$ cat config.mk
export PLATFORM = sky130hd
export DESIGN_NAME = irsir_xcvr
export DESIGN_NICKNAME = d
export VERILOG_FILES = /design/src/rtl/irsir_pkg.sv /design/src/rtl/irsir_tx.sv /design/src/rtl/irsir_rx.sv /design/src/rtl/irsir_pwchk.sv /design/src/rtl/irsir_xcvr.sv
export SDC_FILE = /design/constraint.sdc
export NUM_CORES = 1
export LEC_CHECK = 0
export BUFFER_PORTS_ARGS = -buffer_cell sky130_fd_sc_hd__buf_4
export CORE_MARGIN = 4
export CORE_UTILIZATION = 52
export CTS_CLUSTER_SIZE = 20
export DETAILED_ROUTE_END_ITERATION = 12
export PLACE_DENSITY = 0.75
export SLEW_MARGIN = 20
export SYNTH_ARGS = -nofsm -noshare
export SYNTH_HDL_FRONTEND = slang
export SYNTH_SLANG_ARGS = --single-unit
export TNS_END_PERCENT = 10
$ cat constraint.sdc
create_clock -name clk -period 1.9 [get_ports clk]
set_clock_uncertainty 0.05 [all_clocks]
set_input_delay 0.38 -clock clk [delete_from_list [all_inputs] [get_ports clk]]
set_output_delay 0.38 -clock clk [all_outputs]
set_load 0.005 [all_outputs]
$ cat src/rtl/irsir_pkg.sv
package irsir_pkg;

    localparam int unsigned REG_W  = 16;
    localparam int unsigned ADDR_W = 3;

    typedef enum logic [ADDR_W-1:0] {
        RS_CTRL   = 3'd0,
        RS_STAT   = 3'd1,
        RS_IMSK   = 3'd2,
        RS_TXD    = 3'd3,
        RS_RXD    = 3'd4,
        RS_IRCTL  = 3'd5,
        RS_IRSTAT = 3'd6,
        RS_ERRMIR = 3'd7
    } reg_sel_e;

    // status / mask bit positions
    localparam int ST_SUM = 6;
    localparam int ST_OVR = 5;
    localparam int ST_FRM = 4;
    localparam int ST_PAR = 3;
    localparam int ST_RBF = 2;
    localparam int ST_TSE = 1;
    localparam int ST_TBE = 0;

    // control bit positions
    localparam int CT_TCLR = 2;
    localparam int CT_REN  = 1;
    localparam int CT_TEN  = 0;

    // infrared control bit positions
    localparam int IC_PSEL = 1;
    localparam int IC_ECLR = 0;

    typedef struct packed {
        logic ovr;
        logic frm;
        logic par;
    } rx_err_t;

    typedef struct packed {
        logic sum;
        logic rbf;
        logic tse;
        logic tbe;
    } irq_src_t;

    function automatic logic [REG_W-1:0] err_word(input rx_err_t e);
        logic [REG_W-1:0] w;
        w         = '0;
        w[ST_SUM] = e.ovr | e.frm | e.par;
        w[ST_OVR] = e.ovr;
        w[ST_FRM] = e.frm;
        w[ST_PAR] = e.par;
        return w;
    endfunction

endpackage

$ cat src/rtl/irsir_tx.sv
module irsir_tx #(
    parameter int DATA_W   = 8,
    parameter int OVS      = 16,
    parameter int PW_LONG  = 3,
    parameter int PW_SHORT = 1
) (
    input  logic              clk,
    input  logic              rst,
    input  logic              tick,
    input  logic              en,
    input  logic              buf_full,
    input  logic [DATA_W-1:0] buf_data,
    input  logic              long_pw,
    output logic              take,
    output logic              busy,
    output logic              ir_out
);
    localparam int FW = DATA_W + 2;
    localparam int SW = $clog2(OVS);
    localparam int BW = $clog2(FW);
    localparam logic [SW-1:0] SUB_LAST = SW'(OVS - 1);
    localparam logic [BW-1:0] BIT_LAST = BW'(FW - 1);
    localparam logic [SW-1:0] W_LONG   = SW'(PW_LONG);
    localparam logic [SW-1:0] W_SHORT  = SW'(PW_SHORT);

    logic [FW-1:0] shreg;
    logic [SW-1:0] sub;
    logic [BW-1:0] bidx;
    logic          busy_q;
    logic          last_tick;
    logic [SW-1:0] pw_lim;

    assign last_tick = busy_q && (sub == SUB_LAST) && (bidx == BIT_LAST);
    assign take      = tick && en && buf_full && (!busy_q || last_tick);
    assign pw_lim    = long_pw ? W_LONG : W_SHORT;
    assign busy      = busy_q;
    assign ir_out    = busy_q && !shreg[0] && (sub < pw_lim);

    always_ff @(posedge clk) begin
        if (rst) begin
            shreg  <= '1;
            sub    <= '0;
            bidx   <= '0;
            busy_q <= 1'b0;
        end else if (tick) begin
            if (take) begin
                shreg  <= {1'b1, buf_data, 1'b0};
                sub    <= '0;
                bidx   <= '0;
                busy_q <= 1'b1;
            end else if (busy_q) begin
                if (sub == SUB_LAST) begin
                    sub <= '0;
                    if (bidx == BIT_LAST) begin
                        busy_q <= 1'b0;
                        bidx   <= '0;
                    end else begin
                        bidx  <= bidx + 1'b1;
                        shreg <= {1'b1, shreg[FW-1:1]};
                    end
                end else begin
                    sub <= sub + 1'b1;
                end
            end
        end
    end


    tx_frame_len_chk: assert property (@(posedge clk) disable iff (rst)
        $fell(busy_q) |-> ($past(bidx) == BIT_LAST));

endmodule

$ cat src/rtl/irsir_rx.sv
module irsir_rx #(
    parameter int DATA_W = 8,
    parameter int OVS    = 16
) (
    input  logic              clk,
    input  logic              rst,
    input  logic              tick,
    input  logic              en,
    input  logic              rise,
    output logic              done,
    output logic [DATA_W-1:0] data,
    output logic              frm_err
);
    localparam int SW = $clog2(OVS);
    localparam int BW = $clog2(DATA_W + 2);
    localparam logic [SW-1:0] SUB_LAST = SW'(OVS - 1);
    localparam logic [BW-1:0] BIT_STOP = BW'(DATA_W + 1);
    localparam logic [BW-1:0] BIT_MSB  = BW'(DATA_W);

    logic              active;
    logic [SW-1:0]     sub;
    logic [BW-1:0]     bidx;
    logic              seen;
    logic [DATA_W-1:0] sh;

    always_ff @(posedge clk) begin
        if (rst) begin
            active  <= 1'b0;
            sub     <= '0;
            bidx    <= '0;
            seen    <= 1'b0;
            sh      <= '0;
            done    <= 1'b0;
            data    <= '0;
            frm_err <= 1'b0;
        end else begin
            done <= 1'b0;
            if (!active) begin
                if (en && rise) begin
                    active <= 1'b1;
                    sub    <= '0;
                    bidx   <= '0;
                    seen   <= 1'b1;
                end
            end else if (tick && (sub == SUB_LAST)) begin
                sub  <= '0;
                seen <= rise;
                if (bidx == BIT_STOP) begin
                    done    <= 1'b1;
                    frm_err <= seen;
                    data    <= sh;
                    active  <= 1'b0;
                    bidx    <= '0;
                end else begin
                    if ((bidx != '0) && (bidx <= BIT_MSB))
                        sh <= {!seen, sh[DATA_W-1:1]};
                    bidx <= bidx + 1'b1;
                end
            end else begin
                if (tick) sub <= sub + 1'b1;
                if (rise) seen <= 1'b1;
            end
        end
    end


    rx_start_needs_en_chk: assert property (@(posedge clk) disable iff (rst)
        $rose(active) |-> $past(en));

endmodule

$ cat src/rtl/irsir_pwchk.sv
module irsir_pwchk #(
    parameter int PW_MIN = 1,
    parameter int PW_MAX = 8
) (
    input  logic clk,
    input  logic rst,
    input  logic tick,
    input  logic level,
    input  logic fall,
    output logic bad
);
    localparam int CW = $clog2(PW_MAX + 2);
    localparam logic [CW-1:0] MINV = CW'(PW_MIN);
    localparam logic [CW-1:0] MAXV = CW'(PW_MAX);
    localparam logic [CW-1:0] SATV = CW'(PW_MAX + 1);

    logic [CW-1:0] cnt;

    always_ff @(posedge clk) begin
        if (rst) begin
            cnt <= '0;
            bad <= 1'b0;
        end else begin
            bad <= 1'b0;
            if (fall) begin
                bad <= (cnt < MINV) || (cnt > MAXV);
                cnt <= '0;
            end else if (level && tick && (cnt != SATV)) begin
                cnt <= cnt + 1'b1;
            end
        end
    end

endmodule

$ cat src/rtl/irsir_xcvr.sv
module irsir_xcvr
    import irsir_pkg::*;
#(
    parameter int DATA_W      = 8,
    parameter int OVS         = 16,
    parameter int PW_LONG     = 3,
    parameter int PW_SHORT    = 1,
    parameter int PW_MIN      = 1,
    parameter int PW_MAX      = 8,
    parameter int SYNC_STAGES = 2
) (
    input  logic              clk,
    input  logic              rst,
    input  logic              tick16,
    input  logic              bus_wr,
    input  logic              bus_rd,
    input  logic [ADDR_W-1:0] bus_addr,
    input  logic [REG_W-1:0]  bus_wdata,
    output logic [REG_W-1:0]  bus_rdata,
    input  logic              ir_rx,
    output logic              ir_tx,
    output logic              irq
);
    reg_sel_e sel;
    assign sel = reg_sel_e'(bus_addr);

    logic wr_ctrl, wr_imsk, wr_txd, wr_irctl, wr_errmir, rd_rxd;
    assign wr_ctrl   = bus_wr && (sel == RS_CTRL);
    assign wr_imsk   = bus_wr && (sel == RS_IMSK);
    assign wr_txd    = bus_wr && (sel == RS_TXD);
    assign wr_irctl  = bus_wr && (sel == RS_IRCTL);
    assign wr_errmir = bus_wr && (sel == RS_ERRMIR);
    assign rd_rxd    = bus_rd && (sel == RS_RXD);

    logic unused_wd;
    assign unused_wd = ^{bus_wdata[REG_W-1:8], bus_wdata[5:3]};

    // control and configuration state
    logic              ten, ren, psel;
    irq_src_t          imsk;
    logic [DATA_W-1:0] tbuf;
    logic              tfull;
    logic [DATA_W-1:0] rx_hold;
    logic              rbf;
    rx_err_t           err;
    logic              perr;

    // receive line synchroniser
    logic [SYNC_STAGES-1:0] sync_q;
    logic                   rx_lvl, rx_prev, rx_rise, rx_fall;

    always_ff @(posedge clk) begin
        if (rst) begin
            sync_q  <= '0;
            rx_prev <= 1'b0;
        end else begin
            sync_q  <= {sync_q[SYNC_STAGES-2:0], ir_rx};
            rx_prev <= rx_lvl;
        end
    end
    assign rx_lvl  = sync_q[SYNC_STAGES-1];
    assign rx_rise = rx_lvl && !rx_prev;
    assign rx_fall = !rx_lvl && rx_prev;

    // sub-blocks
    logic              tx_take, tx_busy;
    logic              rx_done, rx_frm;
    logic [DATA_W-1:0] rx_data;
    logic              pw_bad;

    irsir_tx #(
        .DATA_W(DATA_W), .OVS(OVS), .PW_LONG(PW_LONG), .PW_SHORT(PW_SHORT)
    ) u_tx (
        .clk(clk), .rst(rst), .tick(tick16), .en(ten),
        .buf_full(tfull), .buf_data(tbuf), .long_pw(psel),
        .take(tx_take), .busy(tx_busy), .ir_out(ir_tx)
    );

    irsir_rx #(
        .DATA_W(DATA_W), .OVS(OVS)
    ) u_rx (
        .clk(clk), .rst(rst), .tick(tick16), .en(ren), .rise(rx_rise),
        .done(rx_done), .data(rx_data), .frm_err(rx_frm)
    );

    irsir_pwchk #(
        .PW_MIN(PW_MIN), .PW_MAX(PW_MAX)
    ) u_pw (
        .clk(clk), .rst(rst), .tick(tick16), .level(rx_lvl),
        .fall(rx_fall), .bad(pw_bad)
    );

    // register state
    always_ff @(posedge clk) begin
        if (rst) begin
            ten     <= 1'b0;
            ren     <= 1'b0;
            psel    <= 1'b0;
            imsk    <= '0;
            tbuf    <= '0;
            tfull   <= 1'b0;
            rx_hold <= '0;
            rbf     <= 1'b0;
            err     <= '0;
            perr    <= 1'b0;
        end else begin
            if (wr_ctrl) begin
                ten <= bus_wdata[CT_TEN];
                ren <= bus_wdata[CT_REN];
            end
            if (wr_imsk) begin
                imsk.sum <= bus_wdata[ST_SUM];
                imsk.rbf <= bus_wdata[ST_RBF];
                imsk.tse <= bus_wdata[ST_TSE];
                imsk.tbe <= bus_wdata[ST_TBE];
            end
            if (wr_irctl) psel <= bus_wdata[IC_PSEL];

            // transmit buffer
            if (tx_take) tfull <= 1'b0;
            if (wr_txd) begin
                tbuf  <= bus_wdata[DATA_W-1:0];
                tfull <= 1'b1;
            end
            if (wr_ctrl && bus_wdata[CT_TCLR]) tfull <= 1'b0;

            // receive buffer and sticky errors
            if (rd_rxd) rbf <= 1'b0;
            if (rd_rxd || wr_errmir) err <= '0;
            if (rx_done) begin
                if (rbf && !rd_rxd) begin
                    err.ovr <= 1'b1;
                end else begin
                    rx_hold <= rx_data;
                    rbf     <= 1'b1;
                end
                if (rx_frm) err.frm <= 1'b1;
            end

            // pulse width error
            if (pw_bad) perr <= 1'b1;
            else if (wr_irctl && bus_wdata[IC_ECLR]) perr <= 1'b0;
        end
    end

    logic sum_f, tse_f, tbe_f;
    assign sum_f = err.ovr | err.frm | err.par;
    assign tse_f = !tx_busy;
    assign tbe_f = !tfull;

    assign irq = (imsk.sum & sum_f) | (imsk.rbf & rbf) |
                 (imsk.tse & tse_f) | (imsk.tbe & tbe_f);

    always_comb begin
        bus_rdata = '0;
        case (sel)
            RS_CTRL: begin
                bus_rdata[CT_REN] = ren;
                bus_rdata[CT_TEN] = ten;
            end
            RS_STAT: begin
                bus_rdata         = err_word(err);
                bus_rdata[ST_RBF] = rbf;
                bus_rdata[ST_TSE] = tse_f;
                bus_rdata[ST_TBE] = tbe_f;
            end
            RS_IMSK: begin
                bus_rdata[ST_SUM] = imsk.sum;
                bus_rdata[ST_RBF] = imsk.rbf;
                bus_rdata[ST_TSE] = imsk.tse;
                bus_rdata[ST_TBE] = imsk.tbe;
            end
            RS_RXD:    bus_rdata[DATA_W-1:0] = rx_hold;
            RS_IRCTL:  bus_rdata[IC_PSEL] = psel;
            RS_IRSTAT: bus_rdata[0] = perr;
            RS_ERRMIR: bus_rdata = err_word(err);
            default:   bus_rdata = '0;
        endcase
    end


    tx_start_needs_data_chk: assert property (@(posedge clk) disable iff (rst)
        $rose(tx_busy) |-> $past(tfull));


    rd_clear_chk: assert property (@(posedge clk) disable iff (rst)
        (rd_rxd && !rx_done) |=> (!rbf && !sum_f));


    ovr_hold_chk: assert property (@(posedge clk) disable iff (rst)
        (rx_done && rbf && !rd_rxd) |=> ($stable(rx_hold) && err.ovr));


    rbf_source_chk: assert property (@(posedge clk) disable iff (rst)
        $rose(rbf) |-> $past(rx_done));


    perr_sticky_chk: assert property (@(posedge clk) disable iff (rst)
        (perr && !(wr_irctl && bus_wdata[IC_ECLR])) |=> perr);

endmodule

Word level (Yosys, flattened, before mapping)

Index checks and enable logic that the tools add are counted.

$add $sub $neg: 5
Magnitude comparators: 4
Equality and inequality tests: 16
Muxes and demuxes: 49
Bitwise gates (word level): 13
Reductions and logical operators: 54

Operator list:

| kind                  | count |
|---|---|
| $mux W4               | 14 |
| $mux W10              | 4 |
| $logic_and A1 B1 Y1   | 23 |
| $mux W1               | 23 |
| $add A4 B1 Y4 const B | 5 |
| $eq A4 B4 Y1 const B  | 4 |
| $eq A3 B3 Y1 const B  | 4 |
| $pmux W1 S5           | 2 |
| $reduce_and A2 Y1     | 5 |
| $reduce_bool A2 Y1    | 5 |
| $reduce_and A4 Y1     | 2 |
| $reduce_or A2 Y1      | 4 |
| $logic_not A1 Y1      | 7 |
| $eq A3 B2 Y1 const B  | 2 |
| $pmux W1 S3           | 2 |
| $pmux W3 S2           | 1 |
| $reduce_and A3 Y1     | 2 |
| $not A1 Y1            | 5 |
| $and A1 B1 Y1         | 4 |
| $gt A4 B4 Y1 const B  | 1 |
| $le A4 B4 Y1 const B  | 1 |
| $lt A4 B1 Y1 const B  | 1 |
| $lt A4 B4 Y1          | 1 |
| $mux W2               | 2 |
| 11 further kinds      | 17 |

Register bits: 83
Input port bits: 25
Output and inout bits: 18
Logic and storage cells: 171

Depth between registers and ports, before layout

Gate-level depths: netlist of run 1.

Word-level depth: 7
Mapped depth: 6
Mapped depth without buffers: 6

Cells and area by module

From an unflattened synthesis of run 1, not the netlist that was laid out.

Cells, all modules: 529
Area, all modules: 4,624.4 um2

Modules (own cells, without submodules):

| module      | instances | cells each | area each (um2) | seq. area each (um2) |
|---|---|---|---|---|
| irsir_xcvr  | 1         | 199        | 1,722.9         | 620.6 |
| irsir_rx    | 1         | 182        | 1,599.0         | 560.5 |
| irsir_tx    | 1         | 117        | 1,029.7         | 360.3 |
| irsir_pwchk | 1         | 31         | 272.8           | 100.1 |

Worst setup path after synthesis of run 1

No wires, ideal clock.

Kind: register to register
Start point: register u_rx.sub[0]
End point: register u_rx.sh[0]
Setup time: 0.128 ns
Arrival time: 1.589 ns
Required time: 1.722 ns
Slack: 0.133 ns
Stages on the path, launching flop included: 6
Buffers on the path: 0
Clock period less this slack: 1.767 ns
Cells stage by stage: dfxtp_1 ha_1 nand3_1 nor4_4 mux2i_1 nor2_1

Cells in the longest elaborated chain, start to end: 3

RTL lines:

| element                            | RTL line       | source |
|---|---|---|
| start: declaration                 | irsir_rx.sv:21 | `logic [SW-1:0] sub;` |
| start signal: assignment           | irsir_rx.sv:60 | `if (tick) sub <= sub + 1'b1;` |
| $eq A4 B4 Y1                       | irsir_rx.sv:45 | `end else if (tick && (sub == SUB_LAST)) begin` |
| $logic_and A1 B1 Y1                | irsir_rx.sv:45 |  |
| $reduce_and A4 Y1 (no source line) | -              |  |
| end signal: assignment             | irsir_rx.sv:56 | `sh <= {!seen, sh[DATA_W-1:1]};` |
| end: declaration                   | irsir_rx.sv:24 | `logic [DATA_W-1:0] sh;` |

No other way between the ends.
A chain may end at the register's enable or synchronous reset.

Worst setup path in the final report of run 1

Start point: register u_tx.sub[1]
End point: output ir_tx

Cells in the longest elaborated chain, start to end: 2

RTL lines:

| element                  | RTL line         | source |
|---|---|---|
| start: declaration       | irsir_tx.sv:27   | `logic [SW-1:0] sub;` |
| start signal: assignment | irsir_tx.sv:62   | `sub <= sub + 1'b1;` |
| $lt A4 B4 Y1             | irsir_tx.sv:37   | `assign ir_out = busy_q && !shreg[0] && (sub < pw_lim);` |
| $logic_and A1 B1 Y1      | irsir_tx.sv:37   |  |
| end: declaration         | irsir_xcvr.sv:21 | `output logic ir_tx,` |

No other way between the ends.

==> metrics.cfg, run 1 <==
[global_route]
grt-ovfl-total=0
grt_pass1_wl_mm=13.3
antenna_found_initial=0
gr-usage-met3=0.0463
use_met2=0.308
grt_pass1_vias=2923
track_usage=0.189
grt_max_degree=30
grt-busiest-layer=met2
global_route.usage.met1=0.251

[cells_and_area]
instances_no_fill=550
multiInputGateArea_mm2=0.00197
antenna-diode-count=0
syn_to_final_growth_pct=14.9
drive_gt1_frac=0.174
layout_common_cells=78 x dfxtp_1, 47 x nor2_1, 42 x buf_4
ff_latch_area_mm2=0.00165
mostFrequentLayoutCell=dfxtp_1
fin_nets=482
nFillCells=614

[routing]
remaining_drc_errors=0
drt_wl_total_mm=7.87
ant_nets=0
drt-pass1-iter-count=4
drt_iter0_markers=212
post_drt_via_cell_ratio=5.60
vias=3078
wl_per_cell_um=14.3

[die]
die_x_um=92.9
io_pins=43
die-area_mm2=0.00862
initial_core_util=0.542
die_h_um=92.9
core_area_mm2=0.00691
placementRows=30

[clocking]
root_buffer=clkbuf_8
path_clk_slew_ps=80
hold_buffers=0
cts_tree=built
htree_levels=3
clock_latency_ps=350
cts-buffers-inserted=9
clock_sinks=82
ctsLongestPathBuffers=2

[synthesis]
synth_top_family_by_area=simple AND/OR/NAND/NOR gates
synth_compound_area_frac=0.184
netlist_top_cells_area=dfxtp_1 44%, mux2i_1 7.2%, nor2_1 4.7%, a21oi_1 3.2%, a22o_1 3.0%
synth_area_per_cell_um2=9.00
yosysWarningCount=0
netlist_instances=416
synthSimpleGateAreaFrac=0.206
synthAdderAreaFrac=0.0267
synth_top_area_share=0.438
synthXorXnorAreaFrac=0.0140
synth_area_leader_cell=dfxtp_1
yosysUniqueCellTypes=61
synth_mux_area_frac=0.0782
synthFlopType=dfxtp_1
ys_ff_latch=82
synth_async_sr_flop_share=0
synth_edf_count=0
yosysSeqAreaShare=0.438
syn_area_mm2=0.00374

[place]
hpwl_mm=5.63
port-buffer-count=26
globalplace.congestion=0.844
place_inst=532

[worst_setup_path]
crit_fanout=2
worstPathArrival_ps=1460
required_ps=1470
end_kind=output pin
start_kind=flip-flop
worstSetupPathType=flip-flop to output pin

[sta]
slew_viol_final=0
fin_crit_sh=0.996
worst_pin_slew_ps=575
fmax_mhz=528
setup-violations-final=0
period_needed_ps=1890
grt_setup_unrepaired=true
timing.final.hold_violations=0
slew_headroom=0.616
whs_ps=187

[power]
vdd_drop_max_uv=550
finalPower_mw=3.03
power.density_mw_per_mm2=704
cellLeakagePower_nw=1.65

[worst_hold_path]
hold_path.class=primary input to flip-flop

[outcome]
outcome=completed

[flow_run]
max_cap_viol_count=0

## sequential cells by signal, indices dropped and copies added, names as in the netlist, 2 cells and up
name        count
u_rx.data       8
sync_q          2
err             2
u_tx.bidx       4
u_rx.sub        4
tbuf            8
u_rx.bidx       4
rx_hold         8
u_tx.shreg      9
u_tx.sub        4
u_rx.sh         8
u_pw.cnt        4
imsk            4
## Yosys cell counts, drive strengths merged, types with 3 or more instances
cell type / count
a21o: 4
nand2b: 7
nor4: 4
o21a: 3
a32oi: 7
xnor2: 4
a21boi: 3
nor2b: 10
mux2i: 27
inv: 13
a22o: 13
buf: 12
nor2: 47
clkbuf: 16
dfxtp: 82
nand2: 27
nor3: 7
and3: 8
o21ai: 22
ha: 8
a21oi: 24
a22oi: 5
nand3b: 3
nand3: 20
## stage by stage
step	setup TNS [ps]	area (um^2)	worst slack, ps	util
finish	0	4300	7.70	0.623
global route	-234	4300	-84.3	0.623
CTS	-171	4280	-136	0.619
detailed placement	0	4070	104	0.589
global placement	0	4070	134	0.589
floorplan	0	3770	133	-
## worst max-delay path: stages (launching register included)
cell     delay (ps)
dfxtp_4         360
ha_4            220
a211o_1         260
nor4_2          130
buf_4           140
## routing by layer
metal,vias up,routed length [um]
met4,0,76
li1,1546,-
met5,-,0
met3,8,234
met1,1480,3860
met2,44,3700
## cell type report
type	count	area share
Clock inverter	7	0.0125
Multi-Input combinational cell	300	0.458
Clock buffer	9	0.0288
Sequential cell	82	0.383
Timing Repair Buffer	43	0.0780
Tap cell	96	0.0279
Inverter	13	0.0113
## worst paths after layout
check	start	endpoint	slack (ps)	depth (start not counted)
min reg2reg	sync_q[0]	sync_q[1]	400	1
max	u_tx.sub[1]	ir_tx	8	4
max reg2reg	u_tx.sub[1]	u_tx.bidx[3]	60	7
min	ir_rx	sync_q[0]	190	2
## timing repair
item	in CTS	in global routing
endpoints found under the hold margin	0	0
pin swaps	3	3
resized for setup	7	5
setup endpoints to repair	3	14
buffers inserted	2	1
## power by group
group	switching (mW)	leakage, nW	total, mW	internal [mW]
clock	0.652	0.0818	1.13	0.480
combinational	0.0941	0.905	0.159	0.0648
sequential	0.00910	0.664	1.74	1.73
total	0.755	1.65	3.03	2.27
## kinds of logic (layout without fill, tap and decap cells)
group           count (synthesis)  in the layout
compound gates                101            101
xor+xnor                        6              6
fa+ha+maj                       8              8
buf+inv                        41             72
flops                          82             82
mux                            28             28
other cells                     1              8
simple gates                  149            149
Power figures use the tool's default switching activity.
==> run 2, diff against run 1 <==
Settings changed: CORE_UTILIZATION 52 to 35, PLACE_DENSITY 0.75 to default.
==> run 2 against run 1 <==
Die area increased by 44%. Combinational power increased by 3%. Global-route usage decreased by 5.5 points. Final area increased by 2.2%. Fmax decreased by 3.1%. Flip-flop and latch count unchanged. Critical path depth unchanged. Count of clock-buffer cells in the layout increased by 2. Highest routed layer unchanged. The run now ends with setup timing left. Via count decreased by 0.13%. Register-to-register slack improved by 50 ps.
==> metrics.cfg, run 2 (synthesis results as in run 1) <==
[worst_hold_path]
hold_end=sync_q[0]
min_from=ir_rx
min_path_cells=2
hold_path.class=primary input to flip-flop

[worst_setup_path]
path_cells=or2_2 > a221oi_2 > a21oi_1 > buf_4
crit_slowest_cell=dfxtp_1
worstSetupPathType=flip-flop to output pin
required_ps=1470
worstPathArrival_ps=1520
reg2reg_slack_ps=110
reg2regPathDepth=7
crit_fanout=4
cp_slowest_stage_delay_ps=350
worstReg2RegEnd=u_tx.shreg[3]
end_kind=output pin
start_kind=flip-flop
r2r-start=u_tx.sub[1]

[global_route]
grt_pass1_wl_mm=13.8
grt_pass1_vias=2843
track_usage=0.135
antenna_found_initial=0
grt_max_degree=23
grt-ovfl-total=0

[sta]
timing.final.hold_violations=0
fmax_mhz=512
worst_pin_slew_ps=563
setup-violations-final=2
slew_headroom=0.622
fin_crit_sh=1.03
whs_ps=196
period_needed_ps=1950
slew_viol_final=0
worst_slack_ps=-52.8
grt_setup_unrepaired=true

[power]
power.density_mw_per_mm2=735
vdd_drop_max_uv=290
cellLeakagePower_nw=1.68

[outcome]
violations=setup timing
outcome=finished with violations

[routing]
drt_iter0_markers=153
remaining_drc_errors=0
vias=3074
wl_per_cell_um=14.3
post_drt_via_cell_ratio=5.22
drt-pass1-iter-count=4
drt_wl_total_mm=8.41
ant_nets=0

[die]
die_x_um=111
initial_core_util=0.361
die_h_um=111
io_pins=43
core_area_mm2=0.0104
placementRows=37
die-area_mm2=0.0124

[flow_run]
max_cap_viol_count=0

[place]
hpwl_mm=6.02
port-buffer-count=26
globalplace.congestion=0.792
dp_slack_ps=103

[cells_and_area]
largest_reg_flops=9
antenna-diode-count=0
nFillCells=1033
drive_gt1_frac=0.179
multiInputGateArea_mm2=0.00197
top_register=u_tx.shreg
mostFrequentLayoutCell=dfxtp_1
syn_to_final_growth_pct=17.3
ff_latch_area_mm2=0.00165
layout_common_cells=76 x dfxtp_1, 47 x nor2_1, 40 x buf_4
fin_nets=481

[clocking]
clock_sinks=82
clock_latency_ps=350
root_buffer=clkbuf_8
cts_tree=built
htree_levels=3
cts-buffers-inserted=9
path_clk_slew_ps=80
ctsLongestPathBuffers=2

[run 2: cell types whose count changed in the layout (fill, tap and decap cells not counted)]
cell	before	now
clkinvlp_4	3	0
buf_4	42	40
clkbuf_8	9	11
dfxtp_1	78	76
dfxtp_2	3	5
buf_12	1	2
bufinv_16	0	1
ha_1	7	6
ha_2	0	1
or2_2	0	1
or2_4	1	0
[run 2: worst max-delay path by stage]
| stage | start | to | slack [ps] |
|---|---|---|---|
| 2_1_floorplan | u_rx.sub[0] | u_rx.sh[0] | 130 |
| 3_3_place_gp | bus_addr[2] | bus_rdata[0] | 120 |
| 3_5_place_dp | psel | ir_tx | 100 |
| 4_1_cts | psel | ir_tx | -150 |
| 5_1_grt | psel | ir_tx | -140 |
| 6_report | err[1] | bus_rdata[6] | -50 |
[run 2: timing repair]
item / CTS / global route
buffers inserted: 2 / 0
pin swaps: 3 / 2
hold buffers: 0 / 0
setup endpoints to repair: 4 / 13
gates resized for setup: 9 / 5
[run 2: routing by layer]
metal / vias up / global-route usage / share of wire
met4: 0 / 0.0389 / 0.012
met1: 1481 / 0.178 / 0.48
met2: 43 / 0.215 / 0.48
li1: 1544 / - / -
met5: - / 0 / 0
met3: 6 / 0.0402 / 0.035
[run 2: layout make-up]
class / count / area share
clock buffers: 11 / 0.0345
clock inverters: 5 / 0.0140
inverters: 13 / 0.0111
multi-input cells: 300 / 0.448
flip-flops and latches: 82 / 0.376
well taps: 136 / 0.0387
repair buffers: 42 / 0.0774
[run 2: power breakdown]
group	internal, mW	total [mW]	switching, mW
clock network	0.687	1.33	0.643
logic	0.0664	0.163	0.0963
registers	1.73	1.74	0.0102
[run 2: worst max-delay path: cells and delay by family (launching register included)]
kind	cells	cell delay, ps
and+or+nand+nor	1	350
buffers and inverters	1	140
DFF	1	350
AOI/OAI and AO/OA	2	340
[run 2: per-stage QoR]
step                      total power, mW  std cells  setup TNS (ps)  cell area (um^2)   util
final                                3.23        589           -76.5              4390  0.424
after CTS                            3.28        589            -212              4380  0.423
after detailed placement             1.94        571               0              4120  0.398
after global placement               1.94        571               0              4120  0.398
after global routing                 3.38        589            -344              4390  0.424
after floorplan                      1.88        423               0              3770      -
